`src/rtl/i2cm_pkg.sv`:
```
package i2cm_pkg;
  typedef enum logic [2:0] {
    S_IDLE, S_START, S_HOLD, S_BLO, S_BHI, S_P1, S_P2, S_P3
  } state_t;

  localparam int B_EN  = 6;
  localparam int B_STA = 5;
  localparam int B_STO = 4;
  localparam int B_EVT = 3;
  localparam int B_AA  = 2;

  localparam logic [7:0] ST_START = 8'h08;
  localparam logic [7:0] ST_ARB   = 8'h38;
  localparam logic [7:0] ST_IDLE  = 8'hF8;

  // status after the ninth bit of a byte
  function automatic logic [7:0] byte_status(input logic addr_ph, input logic rd,
                                             input logic ack);
    if (addr_ph) return rd ? (ack ? 8'h40 : 8'h48) : (ack ? 8'h18 : 8'h20);
    return rd ? (ack ? 8'h50 : 8'h58) : (ack ? 8'h28 : 8'h30);
  endfunction
endpackage

```
`src/rtl/i2cm_phase_timer.sv`:
```
module i2cm_phase_timer #(
  parameter int CW = 8
) (
  input  logic          clk,
  input  logic          rst_n,
  input  logic          restart,
  input  logic [CW-1:0] period,
  output logic          expire
);
  logic [CW-1:0] cnt;
  logic [CW-1:0] eff;

  assign eff    = (period == '0) ? CW'(1) : period;
  assign expire = (cnt == '0);

  always_ff @(posedge clk or negedge rst_n) begin
    if (!rst_n)            cnt <= '0;
    else if (restart)      cnt <= eff - CW'(1);
    else if (cnt != '0)    cnt <= cnt - CW'(1);
  end


  phase_len_chk: assert property (@(posedge clk) disable iff (!rst_n)
    restart |=> (cnt < eff || $past(period) != period));
endmodule

```
`src/rtl/i2cm_ctl_regs.sv`:
```
module i2cm_ctl_regs import i2cm_pkg::*; (
  input  logic       clk,
  input  logic       rst_n,
  input  logic       set_we,
  input  logic       clr_we,
  input  logic       dat_we,
  input  logic [7:0] wdata,
  input  logic       evt_raise,
  input  logic       stat_wr,
  input  logic [7:0] stat_code,
  input  logic       sto_done,
  input  logic       rx_wr,
  input  logic [7:0] rx_byte,
  output logic       en_q,
  output logic       sta_q,
  output logic       sto_q,
  output logic       evt_q,
  output logic       aa_q,
  output logic [7:0] ctl_q,
  output logic [7:0] stat_q,
  output logic [7:0] dat_q
);
  logic unused_bits;
  assign unused_bits = ^{wdata[7], wdata[1:0]};

  assign ctl_q = {1'b0, en_q, sta_q, sto_q, evt_q, aa_q, 2'b00};

  always_ff @(posedge clk or negedge rst_n) begin
    if (!rst_n) begin
      en_q <= 1'b0; sta_q <= 1'b0; sto_q <= 1'b0; evt_q <= 1'b0; aa_q <= 1'b0;
    end else begin
      if (set_we) begin
        if (wdata[B_EN])  en_q  <= 1'b1;
        if (wdata[B_STA]) sta_q <= 1'b1;
        if (wdata[B_STO]) sto_q <= 1'b1;
        if (wdata[B_AA])  aa_q  <= 1'b1;
      end
      if (clr_we) begin
        if (wdata[B_EN])  en_q  <= 1'b0;
        if (wdata[B_STA]) sta_q <= 1'b0;
        if (wdata[B_EVT]) evt_q <= 1'b0;
        if (wdata[B_AA])  aa_q  <= 1'b0;
      end
      if (evt_raise) evt_q <= 1'b1;
      if (sto_done)  sto_q <= 1'b0;
    end
  end

  always_ff @(posedge clk or negedge rst_n) begin
    if (!rst_n) begin
      stat_q <= ST_IDLE;
      dat_q  <= 8'h00;
    end else begin
      if (stat_wr) stat_q <= stat_code;
      if (rx_wr)   dat_q  <= rx_byte;
      else if (dat_we) dat_q <= wdata;
    end
  end


  evt_set_chk: assert property (@(posedge clk) disable iff (!rst_n)
    evt_raise |=> evt_q);

  sto_clear_chk: assert property (@(posedge clk) disable iff (!rst_n)
    sto_done |=> !sto_q);

  zero_write_chk: assert property (@(posedge clk) disable iff (!rst_n)
    ((set_we || clr_we) && wdata == 8'h00 && !evt_raise && !sto_done) |=> $stable(ctl_q));
endmodule

```
`src/rtl/i2cm_engine.sv`:
```
module i2cm_engine import i2cm_pkg::*; #(
  parameter int CW = 8
) (
  input  logic          clk,
  input  logic          rst_n,
  input  logic          ctl_en,
  input  logic          ctl_sta,
  input  logic          ctl_sto,
  input  logic          ctl_evt,
  input  logic          ctl_aa,
  input  logic [7:0]    dat_q,
  input  logic [CW-1:0] hi_cnt,
  input  logic [CW-1:0] lo_cnt,
  input  logic          bus_free,
  input  logic          sda_i,
  input  logic          tmr_expire,
  output logic          tmr_restart,
  output logic [CW-1:0] tmr_period,
  output logic          evt_raise,
  output logic          stat_wr,
  output logic [7:0]    stat_code,
  output logic          sto_done,
  output logic          rx_wr,
  output logic [7:0]    rx_byte,
  output logic          scl_oe,
  output logic          sda_oe
);
  localparam logic [3:0] LAST_DATA = 4'd7;
  localparam logic [3:0] ACK_SLOT  = 4'd8;

  state_t     st, st_n;
  logic [3:0] idx, idx_n;
  logic [7:0] shift, sh_n;
  logic       sda_drv, sd_n, addr_ph, ap_n, rd_mode, rm_n, rx_now, rx_n, ack_drv, ak_n;
  logic       begin_rx, ack_seen, arb_lost;

  assign begin_rx = !addr_ph && rd_mode;
  assign ack_seen = rx_now ? ack_drv : !sda_i;
  assign arb_lost = (st == S_BHI) && tmr_expire && (idx < ACK_SLOT) &&
                    !rx_now && !sda_drv && !sda_i;
  assign rx_byte  = shift;

  assign scl_oe = (st == S_HOLD) || (st == S_BLO) || (st == S_P1);
  assign sda_oe = (st == S_START) || (st == S_P1) || (st == S_P2) ||
                  (((st == S_HOLD) || (st == S_BLO) || (st == S_BHI)) && sda_drv);

  always_comb begin
    st_n = st; idx_n = idx; sh_n = shift; sd_n = sda_drv;
    ap_n = addr_ph; rm_n = rd_mode; rx_n = rx_now; ak_n = ack_drv;
    tmr_restart = 1'b0; tmr_period = hi_cnt;
    evt_raise = 1'b0; stat_wr = 1'b0; stat_code = ST_IDLE;
    sto_done = 1'b0; rx_wr = 1'b0;
    case (st)
      S_IDLE: begin
        sd_n = 1'b0;
        if (ctl_sto) sto_done = 1'b1;
        else if (ctl_en && ctl_sta && !ctl_evt && bus_free) begin
          st_n = S_START; sd_n = 1'b1; tmr_restart = 1'b1;
        end
      end
      S_START: if (tmr_expire) begin
        st_n = S_HOLD; evt_raise = 1'b1; stat_wr = 1'b1; stat_code = ST_START;
        ap_n = 1'b1; rm_n = 1'b0;
      end
      S_HOLD: if (!ctl_evt) begin
        tmr_restart = 1'b1; tmr_period = lo_cnt;
        if (ctl_sto) begin
          st_n = S_P1; sd_n = 1'b1;
        end else begin
          st_n = S_BLO; idx_n = '0; rx_n = begin_rx; ak_n = ctl_aa;
          if (addr_ph) rm_n = dat_q[0];
          sh_n = begin_rx ? 8'h00 : dat_q;
          sd_n = begin_rx ? 1'b0 : !dat_q[7];
        end
      end
      S_BLO: if (tmr_expire) begin
        st_n = S_BHI; tmr_restart = 1'b1;
      end
      S_BHI: if (tmr_expire) begin
        if (arb_lost) begin
          st_n = S_IDLE; sd_n = 1'b0;
          evt_raise = 1'b1; stat_wr = 1'b1; stat_code = ST_ARB;
        end else if (idx < ACK_SLOT) begin
          sh_n = {shift[6:0], sda_i}; idx_n = idx + 4'd1;
          st_n = S_BLO; tmr_restart = 1'b1; tmr_period = lo_cnt;
          sd_n = (idx == LAST_DATA) ? (rx_now && ack_drv) : (!rx_now && !shift[6]);
        end else begin
          st_n = S_HOLD; evt_raise = 1'b1; stat_wr = 1'b1;
          stat_code = byte_status(addr_ph, rd_mode, ack_seen);
          rx_wr = rx_now; ap_n = 1'b0;
        end
      end
      S_P1: if (tmr_expire) begin
        st_n = S_P2; tmr_restart = 1'b1;
      end
      S_P2: if (tmr_expire) begin
        st_n = S_P3; sd_n = 1'b0; tmr_restart = 1'b1;
      end
      S_P3: if (tmr_expire) begin
        st_n = S_IDLE; sto_done = 1'b1; stat_wr = 1'b1; stat_code = ST_IDLE;
      end
      default: st_n = S_IDLE;
    endcase
    if (!ctl_en && st != S_IDLE) begin
      st_n = S_IDLE; sd_n = 1'b0;
    end
  end

  always_ff @(posedge clk or negedge rst_n) begin
    if (!rst_n) begin
      st <= S_IDLE; idx <= '0; shift <= '0; sda_drv <= 1'b0;
      addr_ph <= 1'b0; rd_mode <= 1'b0; rx_now <= 1'b0; ack_drv <= 1'b0;
    end else begin
      st <= st_n; idx <= idx_n; shift <= sh_n; sda_drv <= sd_n;
      addr_ph <= ap_n; rd_mode <= rm_n; rx_now <= rx_n; ack_drv <= ak_n;
    end
  end


  hold_still_chk: assert property (@(posedge clk) disable iff (!rst_n)
    (st == S_HOLD && ctl_evt && ctl_en) |=> (st == S_HOLD && scl_oe));

  sda_steady_chk: assert property (@(posedge clk) disable iff (!rst_n)
    (st == S_BHI && $past(st) == S_BHI) |-> $stable(sda_oe));

  arb_release_chk: assert property (@(posedge clk) disable iff (!rst_n)
    arb_lost |=> (!scl_oe && !sda_oe));

  idle_stop_chk: assert property (@(posedge clk) disable iff (!rst_n)
    (st == S_IDLE && ctl_sto) |=> (st == S_IDLE));
endmodule

```
`src/rtl/i2cm_status_master.sv`:
```
module i2cm_status_master import i2cm_pkg::*; #(
  parameter int CW = 8
) (
  input  logic          clk,
  input  logic          rst_n,
  input  logic          set_we,
  input  logic          clr_we,
  input  logic          dat_we,
  input  logic [7:0]    wdata,
  input  logic [CW-1:0] hi_cnt,
  input  logic [CW-1:0] lo_cnt,
  input  logic          scl_i,
  input  logic          sda_i,
  output logic [7:0]    ctl_q,
  output logic [7:0]    stat_q,
  output logic [7:0]    dat_q,
  output logic          scl_oe,
  output logic          sda_oe
);
  logic          en_q, sta_q, sto_q, evt_q, aa_q;
  logic          evt_raise, stat_wr, sto_done, rx_wr;
  logic [7:0]    stat_code, rx_byte;
  logic          tmr_restart, tmr_expire, bus_free;
  logic [CW-1:0] tmr_period;

  assign bus_free = scl_i && sda_i;

  i2cm_ctl_regs u_regs (
    .clk, .rst_n, .set_we, .clr_we, .dat_we, .wdata,
    .evt_raise, .stat_wr, .stat_code, .sto_done, .rx_wr, .rx_byte,
    .en_q, .sta_q, .sto_q, .evt_q, .aa_q, .ctl_q, .stat_q, .dat_q
  );

  i2cm_phase_timer #(.CW(CW)) u_timer (
    .clk, .rst_n, .restart(tmr_restart), .period(tmr_period), .expire(tmr_expire)
  );

  i2cm_engine #(.CW(CW)) u_engine (
    .clk, .rst_n,
    .ctl_en(en_q), .ctl_sta(sta_q), .ctl_sto(sto_q), .ctl_evt(evt_q), .ctl_aa(aa_q),
    .dat_q, .hi_cnt, .lo_cnt, .bus_free, .sda_i, .tmr_expire,
    .tmr_restart, .tmr_period, .evt_raise, .stat_wr, .stat_code,
    .sto_done, .rx_wr, .rx_byte, .scl_oe, .sda_oe
  );


  reset_lines_chk: assert property (@(posedge clk) disable iff (!rst_n)
    (!en_q && !$past(en_q)) |-> (!scl_oe && !sda_oe));
endmodule

```
`config.mk`:
```
export PLATFORM = sky130hd
export DESIGN_NAME = i2cm_status_master
export DESIGN_NICKNAME = d
export VERILOG_FILES = /design/src/rtl/i2cm_pkg.sv /design/src/rtl/i2cm_phase_timer.sv /design/src/rtl/i2cm_ctl_regs.sv /design/src/rtl/i2cm_engine.sv /design/src/rtl/i2cm_status_master.sv
export SDC_FILE = /design/constraint.sdc
export NUM_CORES = 1
export LEC_CHECK = 0
export CAP_MARGIN = 30
export CORE_AREA = 2 2 90 75
export DETAILED_ROUTE_END_ITERATION = 12
export DIE_AREA = 0 0 92 77
export GPL_ROUTABILITY_DRIVEN = 1
export MAX_ROUTING_LAYER = met4
export PLACE_DENSITY = 0.85
export SYNTH_ARGS = -nofsm -noshare
export SYNTH_HDL_FRONTEND = slang
export SYNTH_HIERARCHICAL = 1
export SYNTH_SLANG_ARGS = --single-unit
```
`constraint.sdc`:
```
create_clock -name clk -period 3.84 [get_ports clk]
set_input_delay 0.576 -clock clk [delete_from_list [all_inputs] [get_ports clk]]
set_output_delay 0.576 -clock clk [all_outputs]
set_load 0.005 [all_outputs]
```
==> flow_metrics.tcl, run 1 <==
set metrics [dict create \
    status "complete, no violations" \
    overflow 0 \
    crit_path_cell_trace "nor4_1 -> and3_1 -> nand3b_1 -> nor3_2 -> o21ai_2 -> buf_4 -> o21ai_1 -> nor2_1 -> a31oi_4 -> ha_1 -> o221ai_2 -> or4_4 -> o211ai_2" \
    num_antenna_cells 0 \
    cts.sinks 49 \
    cts.clk_slew.worst_paths_ns 0.10 \
    drtIter0Drc 422 \
    clockRootBuffer "clkbuf_8" \
    grt_max_degree 28 \
    power.switching_w 0.000495 \
    reg2reg_depth 13 \
    rsz0062_at_grt "false" \
    fill_cells 517 \
    drtAntennaViolNets 0 \
    ys_top_cells_by_count "nand2_1, dfrtp_1, o21ai_0" \
    p_sw_share_pct 32.4 \
    initial_core_util_pct 52.6 \
    yosysTopAreaCellShare_pct 33.9 \
    crit_type "flop to flop" \
    rows 26 \
    cp-start-kind "flop" \
    nets 434 \
    synthTopCellsByArea "dfrtp_1, nand2_1, dfstp_2" \
    yosysUniqueCellTypes 70 \
    met3WireLength_um 729 \
    drive_gt1_share_pct 15.0 \
    synth_warnings 6 \
    relSlewSlack_pct 42.0 \
    grt_use_total_pct 24.0 \
    synth_area_um2 3250 \
    cp_max_fo 17 \
    fin_crit_ns 3.60 \
    via_per_inst 5.87 \
    post_cts_resized 0 \
    fin_crit_sh_pct 93.6 \
    cts-hold-fix-buffers 0 \
    netlist_instances 353 \
    pin_count 57 \
    reg2reg_slack_ns 0.24 \
    p_comb_share_pct 29.2 \
    power.density_nw_per_um2 393 \
    ir_drop_uv 215 \
    hold_slack_ns 0.228 \
    slowest_delay_ns 0.46 \
    synth_seq_area_share_pct 37.9 \
    hold_violations 0 \
    maxSlewViolCount 0 \
    setup_viol 0 \
    cts_buffer_depth 2 \
    hp-class "input pin to asynchronous set/reset pin" \
    port_buffers 53 \
    power.clock.fraction_pct 26.7 \
    numCtsBuffers 5 \
    yosysTopAreaCell "dfrtp_1" \
    cp.required_ns 4.08 \
    tns_ns 0 \
    cts_htree_levels 2 \
    wl_per_cell_um 16.8 \
    worst_slew_pin_slew_ns 0.864 \
    wl_um 8110 \
    internal-power_w 0.00103 \
    cts_tree "yes" \
    gp_congestion 0.955 \
    clock_latency_ns 0.31 \
    final_util_pct 62.8 \
    async_flop_share_pct 100 \
    core_um2 6180 \
    crit_path_top_delay_cell "nor4_1" \
    dp_hpwl_um 6040 \
    arrival_ns 3.84 \
    fmax_mhz 278 \
    end_kind "flop" \
    p_leak_nw 1.58 \
    yosys_register_bits 49 \
    fin_skew_ns 0.00757 \
    synth_ff_type "dfrtp_1" \
    grt_pass1_wl_um 13400 \
    antenna_found_initial 0 \
    wl_met1_um 3730 \
    top_layer_used "met4" \
    grt_pass1_vias 2664 \
    drcViolationCount 0 \
    r2r-start "u_timer/cnt[4]$_DFFE_PN0P_" \
    met2_length_um 3560 \
    r2r_end "u_timer/cnt[6]$_DFFE_PN0P_" \
    vias 2833 \
    die_area_um2 7080 \
    die_h_um 77 \
    postCtsSetupBuffers 0 \
    maxCapViolCount 0 \
    die-width_um 92 \
    synth-edff-count 0 \
    syn2layout_area_growth_pct 19.6 \
    synth_area_per_cell_um2 9.20 \
    seq_power_share_pct 44.0 \
    synth.most_common_cell "nand2_1" \
    first_pass_iters 5 \
]
## cells in the final DEF (no fill, tap or decap), types with 4 or more instances in the layout
cell type        count
a21oi_1             21
and3_1               5
buf_4                9
clkbuf_8             6
clkdlybuf4s50_1     52
conb_1               6
dfrtp_1             44
dfstp_2              5
ha_1                 5
inv_1                8
mux2_4               8
mux2i_1             11
nand2_1             59
nand2b_1             5
nor2_1              22
nor3_1               7
o21a_1               5
o21ai_0             22
o21ai_1             17
o221a_2              4
xor2_1               4
## layer usage
metal,vias up,global-route usage (%)
met1,1336,35.0
li1,1331,-
met2,154,34.7
met3,12,4.52
met4,0,6.12
met5,-,-
## power by group through the flow
stage	Combinational [W]	Sequential (W)	Clock, W
2_1_floorplan	0.000320	0.000641	0
3_3_place_gp	0.000423	0.000677	0
3_5_place_dp	0.000440	0.000675	0
4_1_cts	0.000442	0.000668	0.000411
5_1_grt	0.000488	0.000679	0.000429
6_report	0.000446	0.000672	0.000408
## cell families after synthesis
logic type      Yosys count  synth area share [%]
simple gates            128                  20.5
compound gates          101                  21.3
flops                    49                  37.9
buf+inv                  39                  8.05
mux                      22                  8.13
xor+xnor                  7                  1.89
fa+ha+maj                 5                  1.93
other cells               2                 0.231
## cell type report
| class | instances | area, um^2 | share of cell area, % |
|---|---|---|---|
| multi-input combinational | 269 | 1770 | 45.6 |
| sequential | 49 | 1230 | 31.7 |
| timing repair buffer | 63 | 613 | 15.8 |
| tap | 84 | 105 | 2.71 |
| clock buffer | 6 | 82.6 | 2.13 |
| clock inverter | 2 | 41.3 | 1.06 |
| inverter | 10 | 40.0 | 1.03 |
## sequential cells by signal (all words and copies together), names as in the netlist, 3 cells and up
register and cells:
u_regs/stat_q 8, u_engine/rx_byte 8, u_timer/cnt 8, u_engine/idx 4, u_regs/dat_q 8, u_engine/st 3
## worst max-delay path: cells and delay by family, from the launching register on
family / cells / cell delay [ns]
DFF: 1 / 0.44
adders and majority gates: 1 / 0.29
AOI/OAI and AO/OA: 5 / 0.94
and+or+nand+nor: 6 / 1.66
buffers and inverters: 1 / 0.19
## worst max path at each step
stage	from	end	slack (ns)	cells after the start
final	u_timer/cnt[4]$_DFFE_PN0P_	u_timer/cnt[6]$_DFFE_PN0P_	0.24	13
after global routing	u_timer/cnt[1]$_DFFE_PN0P_	u_timer/cnt[6]$_DFFE_PN0P_	0.04	13
after CTS	u_timer/cnt[1]$_DFFE_PN0P_	u_timer/cnt[6]$_DFFE_PN0P_	0.26	13
after detailed placement	sda_i	u_timer/cnt[6]$_DFFE_PN0P_	0.20	12
after global placement	sda_i	u_timer/cnt[6]$_DFFE_PN0P_	0.38	13
after floorplan	u_timer/cnt[1]$_DFFE_PN0P_	u_timer/cnt[6]$_DFFE_PN0P_	0.43	14
## per-stage QoR
step                      area, um^2  total power, W  worst slack (ns)  std cells
final                           3880         0.00153             0.244        483
after global routing            3880         0.00160            0.0427        483
after CTS                       3880         0.00152             0.261        483
after global placement          3740         0.00110             0.379        474
after floorplan                 3260        0.000961             0.426        357
after detailed placement        3760         0.00112             0.203        475
(Power assumes the default switching activity.)
==> run 2, diff against run 1 <==
--- a/config.mk
+++ b/config.mk
@@ -6,12 +6,12 @@
 export NUM_CORES = 1
 export LEC_CHECK = 0
 export CAP_MARGIN = 30
-export CORE_AREA = 2 2 90 75
+export CORE_AREA = 2 2 107 88
 export DETAILED_ROUTE_END_ITERATION = 12
-export DIE_AREA = 0 0 92 77
+export DIE_AREA = 0 0 109 90
 export GPL_ROUTABILITY_DRIVEN = 1
 export MAX_ROUTING_LAYER = met4
-export PLACE_DENSITY = 0.85
+export PLACE_DENSITY = 0.65
 export SYNTH_ARGS = -nofsm -noshare
 export SYNTH_HDL_FRONTEND = slang
 export SYNTH_HIERARCHICAL = 1
==> run 2 against run 1 <==
- first-iteration DRC count shrank 38%
- sequential share of layout area down 0.061 points
- flip-flop and latch count stayed put
- largest power group unchanged
==> flow_metrics.tcl, run 2 (synthesized netlist as in run 1, its figures left out) <==
set metrics [dict create \
    die-width_um 109 \
    crit_path_top_delay_cell "dfrtp_1" \
    setup_viol 0 \
    cts-hold-fix-buffers 0 \
    grt_use_total_pct 18.0 \
    rows 31 \
    initial_core_util_pct 36.9 \
    die_area_um2 9810 \
    overflow 0 \
    fin_crit_ns 3.59 \
    vias 2769 \
    arrival_ns 3.81 \
    drcViolationCount 0 \
    cp.required_ns 4.07 \
    die_h_um 90 \
    p_leak_nw 1.56 \
    cts.sinks 49 \
    maxCapViolCount 0 \
    drtIter0Drc 262 \
    layout_commonest_cell "nand2_1" \
    cts_buffer_depth 2 \
    ir_drop_uv 262 \
    fill_cells 864 \
    drtAntennaViolNets 0 \
    num_antenna_cells 0 \
    critPathTopFamily "simple AND/OR/NAND/NOR gates" \
    place_area_um2 3800 \
    end_kind "flop" \
    maxSlewViolCount 0 \
    wl_per_cell_um 16.1 \
    clock_latency_ns 0.30 \
    via_per_inst 5.37 \
    port_buffers 53 \
    cts_htree_levels 2 \
    post_cts_resized 0 \
    grt_pass1_wl_um 13800 \
    tns_ns 0 \
    cp_max_fo 17 \
    cts.clk_slew.worst_paths_ns 0.10 \
    cts_tree "yes" \
    nets 436 \
    grt_pass1_vias 2736 \
    clockRootBuffer "clkbuf_8" \
    fin_crit_sh_pct 93.4 \
    hp-class "input pin to asynchronous set/reset pin" \
    gp_congestion 0.905 \
    grt_max_degree 50 \
    drive_gt1_share_pct 15.5 \
    slowest_delay_ns 0.44 \
    core_um2 8800 \
    antenna_found_initial 0 \
    critPathBufInv 1 \
    cp-start-kind "flop" \
    dp_hpwl_um 6100 \
    fin_skew_ns 0.00911 \
    power.density_nw_per_um2 368 \
    status "complete, no violations" \
    wl_um 8310 \
    crit_type "flop to flop" \
    numCtsBuffers 5 \
    rsz0062_at_grt "false" \
    postCtsSetupBuffers 0 \
    relSlewSlack_pct 35.3 \
    first_pass_iters 5 \
    fmax_mhz 279 \
    hold_violations 0 \
    hold_slack_ns 0.355 \
    crit_path_cell_trace "nor4_1 -> and3_1 -> nand3b_1 -> nor3_2 -> o21ai_2 -> buf_4 -> o21ai_0 -> nor2_1 -> a31oi_4 -> ha_1 -> o221ai_2 -> or4_4 -> o211ai_2" \
    mostFrequentLayoutCells "nand2_1, clkdlybuf4s50_1, dfrtp_1" \
    fin_area_um2 3890 \
    syn2layout_area_growth_pct 19.8 \
    worst_slew_pin_slew_ns 0.965 \
    pin_count 57 \
]
-- run 2: cell types whose count changed in the layout (fill, tap and decap cells not counted), sizes merged --
cell | before | now
clkbuf | 6 | 5
clkinvlp | 0 | 1
buf | 11 | 13
clkinv | 0 | 1
bufinv | 1 | 0
-- run 2: stage by stage --
step | cells | total power [W] | util, % | setup WS, ns
final | 516 | 0.00143 | 44.2 | 0.254
after global routing | 516 | 0.00152 | 44.2 | 0.0183
after CTS | 516 | 0.00144 | 44.2 | 0.288
after detailed placement | 508 | 0.00112 | 43.2 | 0.231
after global placement | 508 | 0.00111 | 43.2 | 0.321
after floorplan | 357 | 0.000961 | - | 0.426
-- run 2: area by class of cell --
type,instances,area (um^2),area share (%)
multi-input combinational,269,1770,45.5
sequential,49,1230,31.7
timing repair buffer,65,616,15.8
tap,115,144,3.70
clock buffer,5,68.8,1.77
inverter,10,40.0,1.03
clock inverter,3,21.3,0.547
-- run 2: worst paths after layout --
kind / slack (ns) / to / startpoint / depth (start not counted)
worst max-delay path: 0.25 / u_timer/cnt[6]$_DFFE_PN0P_ / u_timer/cnt[4]$_DFFE_PN0P_ / 13
worst max register to register: 0.25 / u_timer/cnt[6]$_DFFE_PN0P_ / u_timer/cnt[4]$_DFFE_PN0P_ / 13
worst min-delay path: 0.35 / u_regs/dat_q[2]$_DFFE_PN0P_ / rst_n / 2
min in group clk: 0.52 / u_regs/stat_q[1]$_DFFE_PN0P_ / u_regs/stat_q[1]$_DFFE_PN0P_ / 1
worst min register to register: 0.52 / u_regs/stat_q[1]$_DFFE_PN0P_ / u_regs/stat_q[1]$_DFFE_PN0P_ / 1
max in group asynchronous: 3.05 / u_timer/cnt[0]$_DFFE_PN0P_ / rst_n / 2
-- run 2: routing by layer --
| layer | wire (um) | GRT usage [%] | part of all wire (%) | up-vias |
|---|---|---|---|---|
| li1 | - | - | - | 1334 |
| met1 | 4220 | 27.3 | 51 | 1322 |
| met2 | 3510 | 24.5 | 42 | 103 |
| met3 | 460 | 3.19 | 5.5 | 10 |
| met4 | 123 | 4.70 | 1.5 | 0 |
| met5 | 0 | - | 0 | - |
-- run 2: worst reg2reg max path: cells and delay by family (launching register included) --
family          cells  cell delay (ns)
flops               1             0.44
fa+ha+maj           1             0.34
buf+inv             1             0.19
compound gates      5             0.92
simple gates        6             1.61
-- run 2: power by group --
| part | internal, W | switching, W | leakage (nW) | total (W) |
|---|---|---|---|---|
| sequential | 0.000584 | 0.0000919 | 0.611 | 0.000676 |
| combinational | 0.000230 | 0.000211 | 0.909 | 0.000441 |
| clock | 0.000130 | 0.000185 | 0.0445 | 0.000315 |
| total | 0.000944 | 0.000488 | 1.56 | 0.00143 |
==> run 3, diff against run 2 <==
--- a/config.mk
+++ b/config.mk
@@ -5,7 +5,8 @@
 export SDC_FILE = /design/constraint.sdc
 export NUM_CORES = 1
 export LEC_CHECK = 0
-export CAP_MARGIN = 30
+export ABC_AREA = 0
+export CAP_MARGIN = 0
 export CORE_AREA = 2 2 107 88
 export DETAILED_ROUTE_END_ITERATION = 12
 export DIE_AREA = 0 0 109 90
==> results of run 3 <==
The final DEF is identical to that of run 2; final timing and power are the same.
